==> src/rtl/ddr_boot_pkg.sv <==
package ddr_boot_pkg;

  typedef enum logic [3:0] {
    ST_STABLE,
    ST_WAKE,
    ST_PREA1,
    ST_EMRS,
    ST_MRS_DLL,
    ST_PREA2,
    ST_REFRESH,
    ST_MRS_OP,
    ST_LOCK,
    ST_READY
  } boot_step_e;

  typedef enum logic [1:0] {
    CMD_NOP,
    CMD_PREA,
    CMD_REF,
    CMD_MRS
  } bus_cmd_e;

  typedef struct packed {
    logic cs_n;
    logic ras_n;
    logic cas_n;
    logic we_n;
  } cmd_pins_t;

  localparam int A_PREA_ALL = 10;
  localparam int A_DLL_RST  = 8;
  localparam int OP_W       = 7;

  function automatic int imax(input int a, input int b);
    return (a > b) ? a : b;
  endfunction

  function automatic cmd_pins_t pins_of(input bus_cmd_e c);
    cmd_pins_t p;
    unique case (c)
      CMD_PREA: p = '{cs_n: 1'b0, ras_n: 1'b0, cas_n: 1'b1, we_n: 1'b0};
      CMD_REF:  p = '{cs_n: 1'b0, ras_n: 1'b0, cas_n: 1'b0, we_n: 1'b1};
      CMD_MRS:  p = '{cs_n: 1'b0, ras_n: 1'b0, cas_n: 1'b0, we_n: 1'b0};
      default:  p = '{cs_n: 1'b0, ras_n: 1'b1, cas_n: 1'b1, we_n: 1'b1};
    endcase
    return p;
  endfunction

endpackage

==> src/rtl/ddr_boot_rst_sync.sv <==
module ddr_boot_rst_sync (
  input  logic clk,
  input  logic rst_n_i,
  output logic rst_n_o
);

  logic meta_q;
  logic sync_q;

  always_ff @(posedge clk or negedge rst_n_i) begin
    if (!rst_n_i) begin
      meta_q <= 1'b0;
      sync_q <= 1'b0;
    end else begin
      meta_q <= 1'b1;
      sync_q <= meta_q;
    end
  end

  assign rst_n_o = sync_q;

endmodule

==> src/rtl/ddr_boot_timer.sv <==
module ddr_boot_timer #(
  parameter int WIDTH = 8,
  parameter int INIT  = 0
) (
  input  logic             clk,
  input  logic             rst_n,
  input  logic             en_i,
  input  logic             load_i,
  input  logic [WIDTH-1:0] load_val_i,
  output logic             zero_o
);

  logic [WIDTH-1:0] cnt_q;
  logic             dec_en;

  assign dec_en = en_i && !load_i && (cnt_q != '0);

  always_ff @(posedge clk or negedge rst_n) begin
    if (!rst_n) begin
      cnt_q <= WIDTH'(INIT);
    end else if (load_i) begin
      cnt_q <= load_val_i;
    end else if (dec_en) begin
      cnt_q <= cnt_q - 1'b1;
    end
  end

  assign zero_o = (cnt_q == '0);

endmodule

==> src/rtl/ddr_boot_cmd_enc.sv <==
module ddr_boot_cmd_enc
  import ddr_boot_pkg::*;
#(
  parameter int ADDR_W = 13,
  parameter int BA_W   = 2
) (
  input  boot_step_e        step_i,
  input  logic              issue_i,
  input  logic [2:0]        cas_lat_i,
  input  logic [2:0]        burst_len_i,
  input  logic              burst_ilv_i,
  output logic              cke_o,
  output cmd_pins_t         pins_o,
  output logic [BA_W-1:0]   ba_o,
  output logic [ADDR_W-1:0] addr_o
);

  logic [OP_W-1:0] op_word;
  bus_cmd_e        cmd;

  assign op_word = {cas_lat_i, burst_ilv_i, burst_len_i};

  always_comb begin
    cmd    = CMD_NOP;
    ba_o   = '0;
    addr_o = '0;
    if (issue_i) begin
      unique case (step_i)
        ST_PREA1, ST_PREA2: begin
          cmd                = CMD_PREA;
          addr_o[A_PREA_ALL] = 1'b1;
        end
        ST_EMRS: begin
          cmd  = CMD_MRS;
          ba_o = BA_W'(1);
        end
        ST_MRS_DLL: begin
          cmd               = CMD_MRS;
          addr_o[OP_W-1:0]  = op_word;
          addr_o[A_DLL_RST] = 1'b1;
        end
        ST_REFRESH: begin
          cmd = CMD_REF;
        end
        ST_MRS_OP: begin
          cmd              = CMD_MRS;
          addr_o[OP_W-1:0] = op_word;
        end
        default: begin
          cmd = CMD_NOP;
        end
      endcase
    end
  end

  assign pins_o = pins_of(cmd);
  assign cke_o  = (step_i != ST_STABLE);

endmodule

==> src/rtl/ddr_boot_seq.sv <==
module ddr_boot_seq
  import ddr_boot_pkg::*;
#(
  parameter int STABLE_CYC    = 40000,
  parameter int WAKE_CYC      = 2,
  parameter int TRP_CYC       = 3,
  parameter int TMRD_CYC      = 2,
  parameter int TRFC_CYC      = 14,
  parameter int REFRESH_COUNT = 2,
  parameter int DLL_LOCK_CYC  = 200,
  parameter int ADDR_W        = 13,
  parameter int BA_W          = 2
) (
  input  logic              clk,
  input  logic              rst_n,
  input  logic [2:0]        cas_lat_i,
  input  logic [2:0]        burst_len_i,
  input  logic              burst_ilv_i,
  output logic              dram_cke_o,
  output logic              dram_cs_n_o,
  output logic              dram_ras_n_o,
  output logic              dram_cas_n_o,
  output logic              dram_we_n_o,
  output logic [BA_W-1:0]   dram_ba_o,
  output logic [ADDR_W-1:0] dram_addr_o,
  output logic              init_done_o
);

  localparam int MAX_GAP = imax(imax(imax(STABLE_CYC, WAKE_CYC), imax(TRP_CYC, TMRD_CYC)), TRFC_CYC);
  localparam int CNT_W   = $clog2(MAX_GAP + 1);
  localparam int LOCK_W  = $clog2(DLL_LOCK_CYC + 1);
  localparam int REF_W   = $clog2(REFRESH_COUNT + 1);

  logic              rst_sync_n;
  boot_step_e        step_q, step_d;
  logic              issue_q, issue_d;
  logic [REF_W-1:0]  ref_left_q, ref_left_d;
  logic              advance;
  logic              tmr_zero, lock_zero;
  logic [CNT_W-1:0]  tmr_load_val;
  logic              lock_load, lock_en;
  cmd_pins_t         pins;

  ddr_boot_rst_sync u_rst_sync (
    .clk     (clk),
    .rst_n_i (rst_n),
    .rst_n_o (rst_sync_n)
  );

  function automatic logic [CNT_W-1:0] dur_of(input boot_step_e s);
    unique case (s)
      ST_WAKE:              return CNT_W'(WAKE_CYC - 1);
      ST_PREA1, ST_PREA2:   return CNT_W'(TRP_CYC - 1);
      ST_EMRS, ST_MRS_DLL,
      ST_MRS_OP:            return CNT_W'(TMRD_CYC - 1);
      ST_REFRESH:           return CNT_W'(TRFC_CYC - 1);
      default:              return '0;
    endcase
  endfunction

  // next-state logic
  always_comb begin
    step_d     = step_q;
    ref_left_d = ref_left_q;
    advance    = 1'b0;
    unique case (step_q)
      ST_STABLE:  if (tmr_zero) begin step_d = ST_WAKE;    advance = 1'b1; end
      ST_WAKE:    if (tmr_zero) begin step_d = ST_PREA1;   advance = 1'b1; end
      ST_PREA1:   if (tmr_zero) begin step_d = ST_EMRS;    advance = 1'b1; end
      ST_EMRS:    if (tmr_zero) begin step_d = ST_MRS_DLL; advance = 1'b1; end
      ST_MRS_DLL: if (tmr_zero) begin step_d = ST_PREA2;   advance = 1'b1; end
      ST_PREA2: begin
        if (tmr_zero) begin
          step_d     = ST_REFRESH;
          ref_left_d = REF_W'(REFRESH_COUNT);
          advance    = 1'b1;
        end
      end
      ST_REFRESH: begin
        if (tmr_zero) begin
          ref_left_d = ref_left_q - 1'b1;
          step_d     = (ref_left_q == REF_W'(1)) ? ST_MRS_OP : ST_REFRESH;
          advance    = 1'b1;
        end
      end
      ST_MRS_OP: begin
        if (tmr_zero) begin
          step_d  = lock_zero ? ST_READY : ST_LOCK;
          advance = 1'b1;
        end
      end
      ST_LOCK:    if (lock_zero) begin step_d = ST_READY; advance = 1'b1; end
      default:    step_d = step_q;
    endcase
    issue_d = advance;
  end

  // state registers
  always_ff @(posedge clk or negedge rst_sync_n) begin
    if (!rst_sync_n) begin
      step_q     <= ST_STABLE;
      issue_q    <= 1'b0;
      ref_left_q <= '0;
    end else begin
      step_q  <= step_d;
      issue_q <= issue_d;
      if (advance) begin
        ref_left_q <= ref_left_d;
      end
    end
  end

  assign tmr_load_val = dur_of(step_d);

  ddr_boot_timer #(
    .WIDTH (CNT_W),
    .INIT  (STABLE_CYC - 1)
  ) u_step_tmr (
    .clk        (clk),
    .rst_n      (rst_sync_n),
    .en_i       (1'b1),
    .load_i     (advance),
    .load_val_i (tmr_load_val),
    .zero_o     (tmr_zero)
  );

  assign lock_load = issue_q && ((step_q == ST_EMRS) || (step_q == ST_MRS_DLL));
  assign lock_en   = step_q inside {ST_EMRS, ST_MRS_DLL, ST_PREA2, ST_REFRESH,
                                    ST_MRS_OP, ST_LOCK, ST_READY};

  ddr_boot_timer #(
    .WIDTH (LOCK_W),
    .INIT  (DLL_LOCK_CYC - 1)
  ) u_lock_tmr (
    .clk        (clk),
    .rst_n      (rst_sync_n),
    .en_i       (lock_en),
    .load_i     (lock_load),
    .load_val_i (LOCK_W'(DLL_LOCK_CYC - 1)),
    .zero_o     (lock_zero)
  );

  ddr_boot_cmd_enc #(
    .ADDR_W (ADDR_W),
    .BA_W   (BA_W)
  ) u_enc (
    .step_i      (step_q),
    .issue_i     (issue_q),
    .cas_lat_i   (cas_lat_i),
    .burst_len_i (burst_len_i),
    .burst_ilv_i (burst_ilv_i),
    .cke_o       (dram_cke_o),
    .pins_o      (pins),
    .ba_o        (dram_ba_o),
    .addr_o      (dram_addr_o)
  );

  assign dram_cs_n_o  = pins.cs_n;
  assign dram_ras_n_o = pins.ras_n;
  assign dram_cas_n_o = pins.cas_n;
  assign dram_we_n_o  = pins.we_n;
  assign init_done_o  = (step_q == ST_READY);

endmodule

==> config.mk <==
export PLATFORM = sky130hd
export DESIGN_NAME = ddr_boot_seq
export DESIGN_NICKNAME = d
export VERILOG_FILES = /design/src/rtl/ddr_boot_pkg.sv /design/src/rtl/ddr_boot_rst_sync.sv /design/src/rtl/ddr_boot_timer.sv /design/src/rtl/ddr_boot_cmd_enc.sv /design/src/rtl/ddr_boot_seq.sv
export SDC_FILE = /design/constraint.sdc
export NUM_CORES = 1
export LEC_CHECK = 0
export ABC_AREA = 0
export CELL_PAD_IN_SITES_DETAIL_PLACEMENT = 0
export CELL_PAD_IN_SITES_GLOBAL_PLACEMENT = 1
export CORE_MARGIN = 1.5
export CORE_UTILIZATION = 25
export CTS_BUF_LIST = sky130_fd_sc_hd__clkbuf_8
export CTS_CLUSTER_DIAMETER = 200
export DETAILED_ROUTE_END_ITERATION = 8
export PLACE_DENSITY = 0.54
export SLEW_MARGIN = 15
export SYNTH_ARGS = -nofsm -noshare
export SYNTH_HDL_FRONTEND = slang
export SYNTH_SLANG_ARGS = --single-unit
==> constraint.sdc <==
create_clock -name clk -period 1.79 [get_ports clk]
set_clock_uncertainty 0.2 [all_clocks]
set_input_delay 0.179 -clock clk [delete_from_list [all_inputs] [get_ports clk]]
set_output_delay 0.179 -clock clk [all_outputs]
set_load 0.01 [all_outputs]
# After elaboration in Yosys (flattened, before gate mapping)
# Cells that the tools add are included.
dict set report classes {
  n_reduce_logical 24
  order_cmp 0
  mul 0
  n_shift 0
  bitwise 0
  n_div 0
  eq_ne 22
  muxes 34
  addsub 3
}
# operator n
set ops {}
lappend ops {{4-bit 2-to-1 mux} 9}
lappend ops {{4-bit case mux with 9 select lines} 1}
lappend ops {{4-bit by 3-bit == test with 1-bit output (second input constant)} 8}
lappend ops {{16-bit 2-to-1 mux} 2}
lappend ops {{4-bit by 2-bit == test with 1-bit output (second input constant)} 4}
lappend ops {{16-bit logical NOT} 1}
lappend ops {{8-bit 2-to-1 mux} 2}
lappend ops {{16-bit nonzero test} 1}
lappend ops {{16-bit by 1-bit subtractor with 16-bit output (second input constant)} 1}
lappend ops {{7-bit 2-to-1 mux} 2}
lappend ops {{4-bit case mux with 3 select lines} 1}
lappend ops {{1-bit 2-to-1 mux} 9}
lappend ops {{3-bit case mux with 3 select lines} 1}
lappend ops {{4-bit by 1-bit == test with 1-bit output (second input constant)} 2}
lappend ops {{4-bit == test (second input constant)} 2}
lappend ops {{8-bit logical NOT} 1}
lappend ops {{2-bit 2-to-1 mux} 4}
lappend ops {{8-bit nonzero test} 1}
lappend ops {{8-bit OR reduction} 1}
lappend ops {{8-bit by 1-bit subtractor with 8-bit output (second input constant)} 1}
lappend ops {{7-bit nonzero test} 1}
lappend ops {{2-bit case mux with 3 select lines} 1}
lappend ops {{2-bit nonzero test} 3}
lappend ops {{2-bit OR reduction} 3}
lappend ops {{other kinds (14)} 21}
dict set report totals {
  output_inout_bits 21
  elab_cells 90
  latchBits 0
  romBits 0
  n_memories 0
  mem_bits_rw 0
  regBits 33
}

# Logic depth before layout (Yosys ltp)
dict set report logic_depth {
  word_depth 8
  mapped_depth 8
}

# Hierarchy
# A second synthesis with hierarchy kept.
dict set report hier_totals {
  hier_cells 278
  hier_area_um2 2519.9
}
# module seq_area_each_um2 area_each_um2 n_inst cells_each
set by_module_without_submodules {}
lappend by_module_without_submodules {{ddr_boot_timer (u_step_tmr)} 412.9 1053.5 1 115}
lappend by_module_without_submodules {{ddr_boot_timer (u_lock_tmr)} 206.4 593.1 1 60}
lappend by_module_without_submodules {ddr_boot_seq 175.2 580.6 1 68}
lappend by_module_without_submodules {ddr_boot_cmd_enc 0.0 239.0 1 32}
lappend by_module_without_submodules {ddr_boot_rst_sync 50.0 53.8 1 3}

# Least setup slack after synthesis
# No wires, ideal clock.
dict set report synth_timing {
  path_kind {reg-to-reg}
  startpoint {register u_step_tmr.cnt_q[6]}
  endpoint {register u_step_tmr.cnt_q[11]}
  arrival_time_ns 2.114
  setup_time_ns 0.068
  stages_incl_launch_ff 6
  path_slack_ns -0.592
  path_buffers 1
  required_time_ns 1.522
  path_cell_list {dfrtp_1 > or4_1 > or4_1 > buf_2 > or4b_4 > a21oi_2}
}
dict set report synth_between {
  elab_chain_cells 6
  word_cells_on_any_way 10
}
# item line_no
set synth_rtl {}
lappend synth_rtl {{start: declaration} ddr_boot_timer.sv:13} ;# logic [WIDTH-1:0] cnt_q;
lappend synth_rtl {{start signal: assignment} ddr_boot_timer.sv:20} ;# cnt_q <= WIDTH'(INIT);
lappend synth_rtl {{start signal: assignment} ddr_boot_timer.sv:22} ;# cnt_q <= load_val_i;
lappend synth_rtl {{start signal: assignment} ddr_boot_timer.sv:24} ;# cnt_q <= cnt_q - 1'b1;
lappend synth_rtl {{parallel branches: the longest is 6 deep, another holds 16-bit by 1-bit subtractor with 16-bit output} n/a}
# Several ways; the timed one is not identified. The select of a mux whose other input is x is not followed.
# A chain may end at the register's enable or synchronous reset.

# Final worst setup path
dict set report layout_timing {
  startpoint {register u_step_tmr.cnt_q[5]}
  endpoint {register u_step_tmr.cnt_q[11]}
}
# Same word-level chain as after synthesis.

==> run summary <==
Worst-Skew Late Latency - 290 ps
Residual DRC - 0
Final-layout fill cell count - 802
First-pass GRT wire length - 11,100 um
Finish-stage setup viols - 41
Delay-heaviest family, CP - simple AND/OR/NAND/NOR gates
DRT iter0 DRCs - 52
H-tree Lvls - 2
CP bufs+invs - 0
# diodes - 0
Post-Syn Area per Cell - 9.03 um2
Distinct cells, synth - 52
Drt pass-1 iters - 4
Port bufs - 23
Final antenna-violating net count - 0
DR vias - 2,227
Warnings, synthesis - 0
Violated checks - negative setup slack
Share of the clock period used by the worst path - 126%
Seq/Total Area, Yosys - 39.5%
Number of global-route vias before repair - 2,192
WL/cell - 14.5 um
Largest net degree at the start of global routing - 32
CP Max Fanout - 7
Final nets - 359
Maxcap violations - 0
Outcome - finished with violations
Seq pwr share - 52.5%
Area Overhead vs Synth - 71.5%
Max stage delay on crit path - 510 ps
Fmax - 445 MHz
Async S/R FF share, synth - 100%
Design Area, Final - 3670 um2
Max VDD drop - 0.310 mV
Die Area - 9120 um2
P_leak - 1.63 nW
Worst-path clk slew - 70 ps
Sw Ratio - 21.9%
Worst r2r path cells - 4
Mapped cell area - 2140 um2
Kind of critical path - register to register
Slowest stage cell, crit path - or4_1
Number of synthesized register bits - 33
Cell count after synthesis - 237
Clock tree root buffer cell - clkbuf_8
Initial core utilization - 25.9%
Number of antenna violations at the first check in global routing - 0
Post-layout util - 44.4%
Num rows - 33
Synth Flop Type - dfrtp_1
Overall global routing resource usage - 15.7%
Worst path required time - 1810 ps
Routed Wire Length - 6550 um
GRT overflow - 0
Min Hold Slack - 65.7 ps
Minimum setup slack after placement - -528 ps
Comb power frac - 2.9%
Die Ht - 95.5 um
Min-delay worst type - register to asynchronous set/reset pin
Longest Clk Path Bufs - 2
CP cell instances - or4_1 > or4_4 > or4b_4 > a21oi_2
Vias per cell - 4.92
Worst Path Arrival - 2270 ps
Core area - 8260 um2
Slew Viols, Final - 0
Internal power - 1.12 mW
Post-synth EDFFs - 0
Hold Fails Final Rpt - 0
DP HPWL - 4350 um
Cts bufs inserted - 5
Net Switching - 312 uW
TritonCTS clock tree - done
Worst Setup Slack, final - -457 ps
RD Place Congestion - 0.776
Tmin final - 2250 ps
Die Wd - 95.5 um
CP endpoint kind - register
Worst path depth - 4
RSZ-0062 raised after global routing - yes
CTS sink count - 33
Layout cells sized above 1 - 61.2%
Clk pwr share - 44.6%
Power per Cell Area - 389 nW/um2
Critical Path Start Type - register
Ports - 30
Area after DPL - 3010 um2
[per-layer routing]
layer	vias to the layer above	part of all wire [%]	wire, um	GRT usage [%]
li1	1102	-	-	-
met1	1081	46	2980	20.6
met2	35	50	3250	26.1
met3	9	3.5	226	3.11
met4	0	1.4	91	4.53
met5	-	0	0	0
[cells in the mapped netlist, types with 2 or more instances]
master / number / area, um2
ha_1: 3 / 37.5
buf_6: 2 / 22.5
conb_1: 2 / 7.51
or4b_2: 3 / 30.0
clkbuf_1: 8 / 30.0
a2111oi_0: 2 / 17.5
and2_1: 8 / 50.1
nor2_1: 14 / 52.6
o21ai_0: 14 / 70.1
nand2b_1: 5 / 31.3
or2_2: 4 / 25.0
a21oi_1: 17 / 85.1
xnor2_1: 5 / 43.8
mux2i_1: 2 / 20.0
o41ai_1: 6 / 52.6
o31a_1: 3 / 26.3
buf_4: 7 / 52.6
nand4_1: 2 / 12.5
dfstp_2: 15 / 394
inv_1: 11 / 41.3
or4_1: 13 / 97.6
o31ai_1: 8 / 60.1
and3_1: 2 / 12.5
nand3b_1: 3 / 22.5
o211ai_1: 3 / 22.5
a21o_1: 2 / 15.0
nand3_1: 8 / 40.0
dfrtp_1: 18 / 450
or3_1: 11 / 68.8
nand2_1: 9 / 33.8
nor4_1: 6 / 37.5
[final cells by class]
type	count	area, um2	area share (%)
repair buffers	116	1030	28.0
well taps	105	131	3.58
inverters	11	46.3	1.26
multi-input cells	180	1520	41.3
clock inverters	1	5.00	0.136
clock buffers	7	96.3	2.63
flip-flops and latches	33	845	23.0
[state kept, by name (all words and copies together) (netlist names)]
| register | flops |
|---|---|
| u_lock_tmr.cnt_q | 8 |
| u_rst_sync.meta_q | 1 |
| ref_left_q | 2 |
| issue_q | 1 |
| u_rst_sync.rst_n_o | 1 |
| u_step_tmr.cnt_q | 16 |
| step_q | 4 |
[worst paths after layout]
check / start / to / slack, ps
min: u_rst_sync.rst_n_o / step_q[1] / 70
max in group asynchronous: rst_n / u_rst_sync.meta_q / 880
max reg2reg: u_step_tmr.cnt_q[5] / u_step_tmr.cnt_q[11] / -460
max: u_step_tmr.cnt_q[5] / u_step_tmr.cnt_q[11] / -460
min reg2reg: u_rst_sync.rst_n_o / step_q[1] / 70
min in group clk: u_rst_sync.meta_q / u_rst_sync.rst_n_o / 150
[power by group through the flow]
stage               Clock, mW  Sequential, mW  Combinational, mW
detailed placement          0           0.763             0.0395
floorplan                   0           0.772             0.0155
finish                  0.637           0.750             0.0407
global route            0.697           0.750             0.0466
CTS                     0.653           0.750             0.0413
global placement            0           0.763             0.0394
[repair_timing]
action / in CTS / in global routing
endpoints found under the hold margin: 2 / 0
hold buffers: 1 / 0
cloned: 1 / 1
gates resized for setup: 124 / 50
buffers inserted: 14 / 14
pin swaps: 21 / 31
setup endpoints to repair: 46 / 45
[stage by stage]
stage | cells | total power [mW] | TNS (ps)
2_1_floorplan | 242 | 0.788 | -8810
3_3_place_gp | 418 | 0.802 | -12770
3_5_place_dp | 418 | 0.802 | -13310
4_1_cts | 441 | 1.44 | -9960
5_1_grt | 453 | 1.49 | -12870
6_report | 453 | 1.43 | -9750
[kinds of logic (layout without fill, tap and decap cells)]
logic type	Yosys count	count (layout)	share of synthesized area, %
XOR/XNOR	6	6	2.46
adder cells (fa/ha/maj)	3	3	1.75
AND/OR/NAND/NOR	98	98	28.1
buffers and inverters	30	135	7.25
other	2	7	0.351
flip-flops	33	33	39.5
multiplexers	2	2	0.936
AO/OA/AOI/OAI	63	64	19.6
[cell usage in the layout (no fill, tap or decap), drive strengths merged, types with 2 or more instances in the layout]
master,synthesis,layout
buf,11,106
dfrtp,18,18
a21oi,18,18
dfstp,15,15
o21ai,14,15
nor2,14,14
or4,13,13
or3,13,13
inv,11,11
nand2,9,9
clkdlybuf4s50,0,8
and2,8,8
clkbuf,8,8
nand3,8,8
o31ai,8,8
conb,2,7
nor4,6,6
o41ai,6,6
xnor2,5,5
nand2b,5,5
or4b,4,4
or2,4,4
nand3b,3,3
o31a,3,3
o211ai,3,3
ha,3,3
a21o,2,2
nand4,2,2
nor3,2,2
mux2i,2,2
a2111oi,2,2
and3,2,2
[worst register-to-register path, stage by stage (launching register included)]
cell	delay, ps
dfstp_2	370
or4_1	510
or4_4	470
or4b_4	500
a21oi_2	130
(Power assumes the default switching activity.)
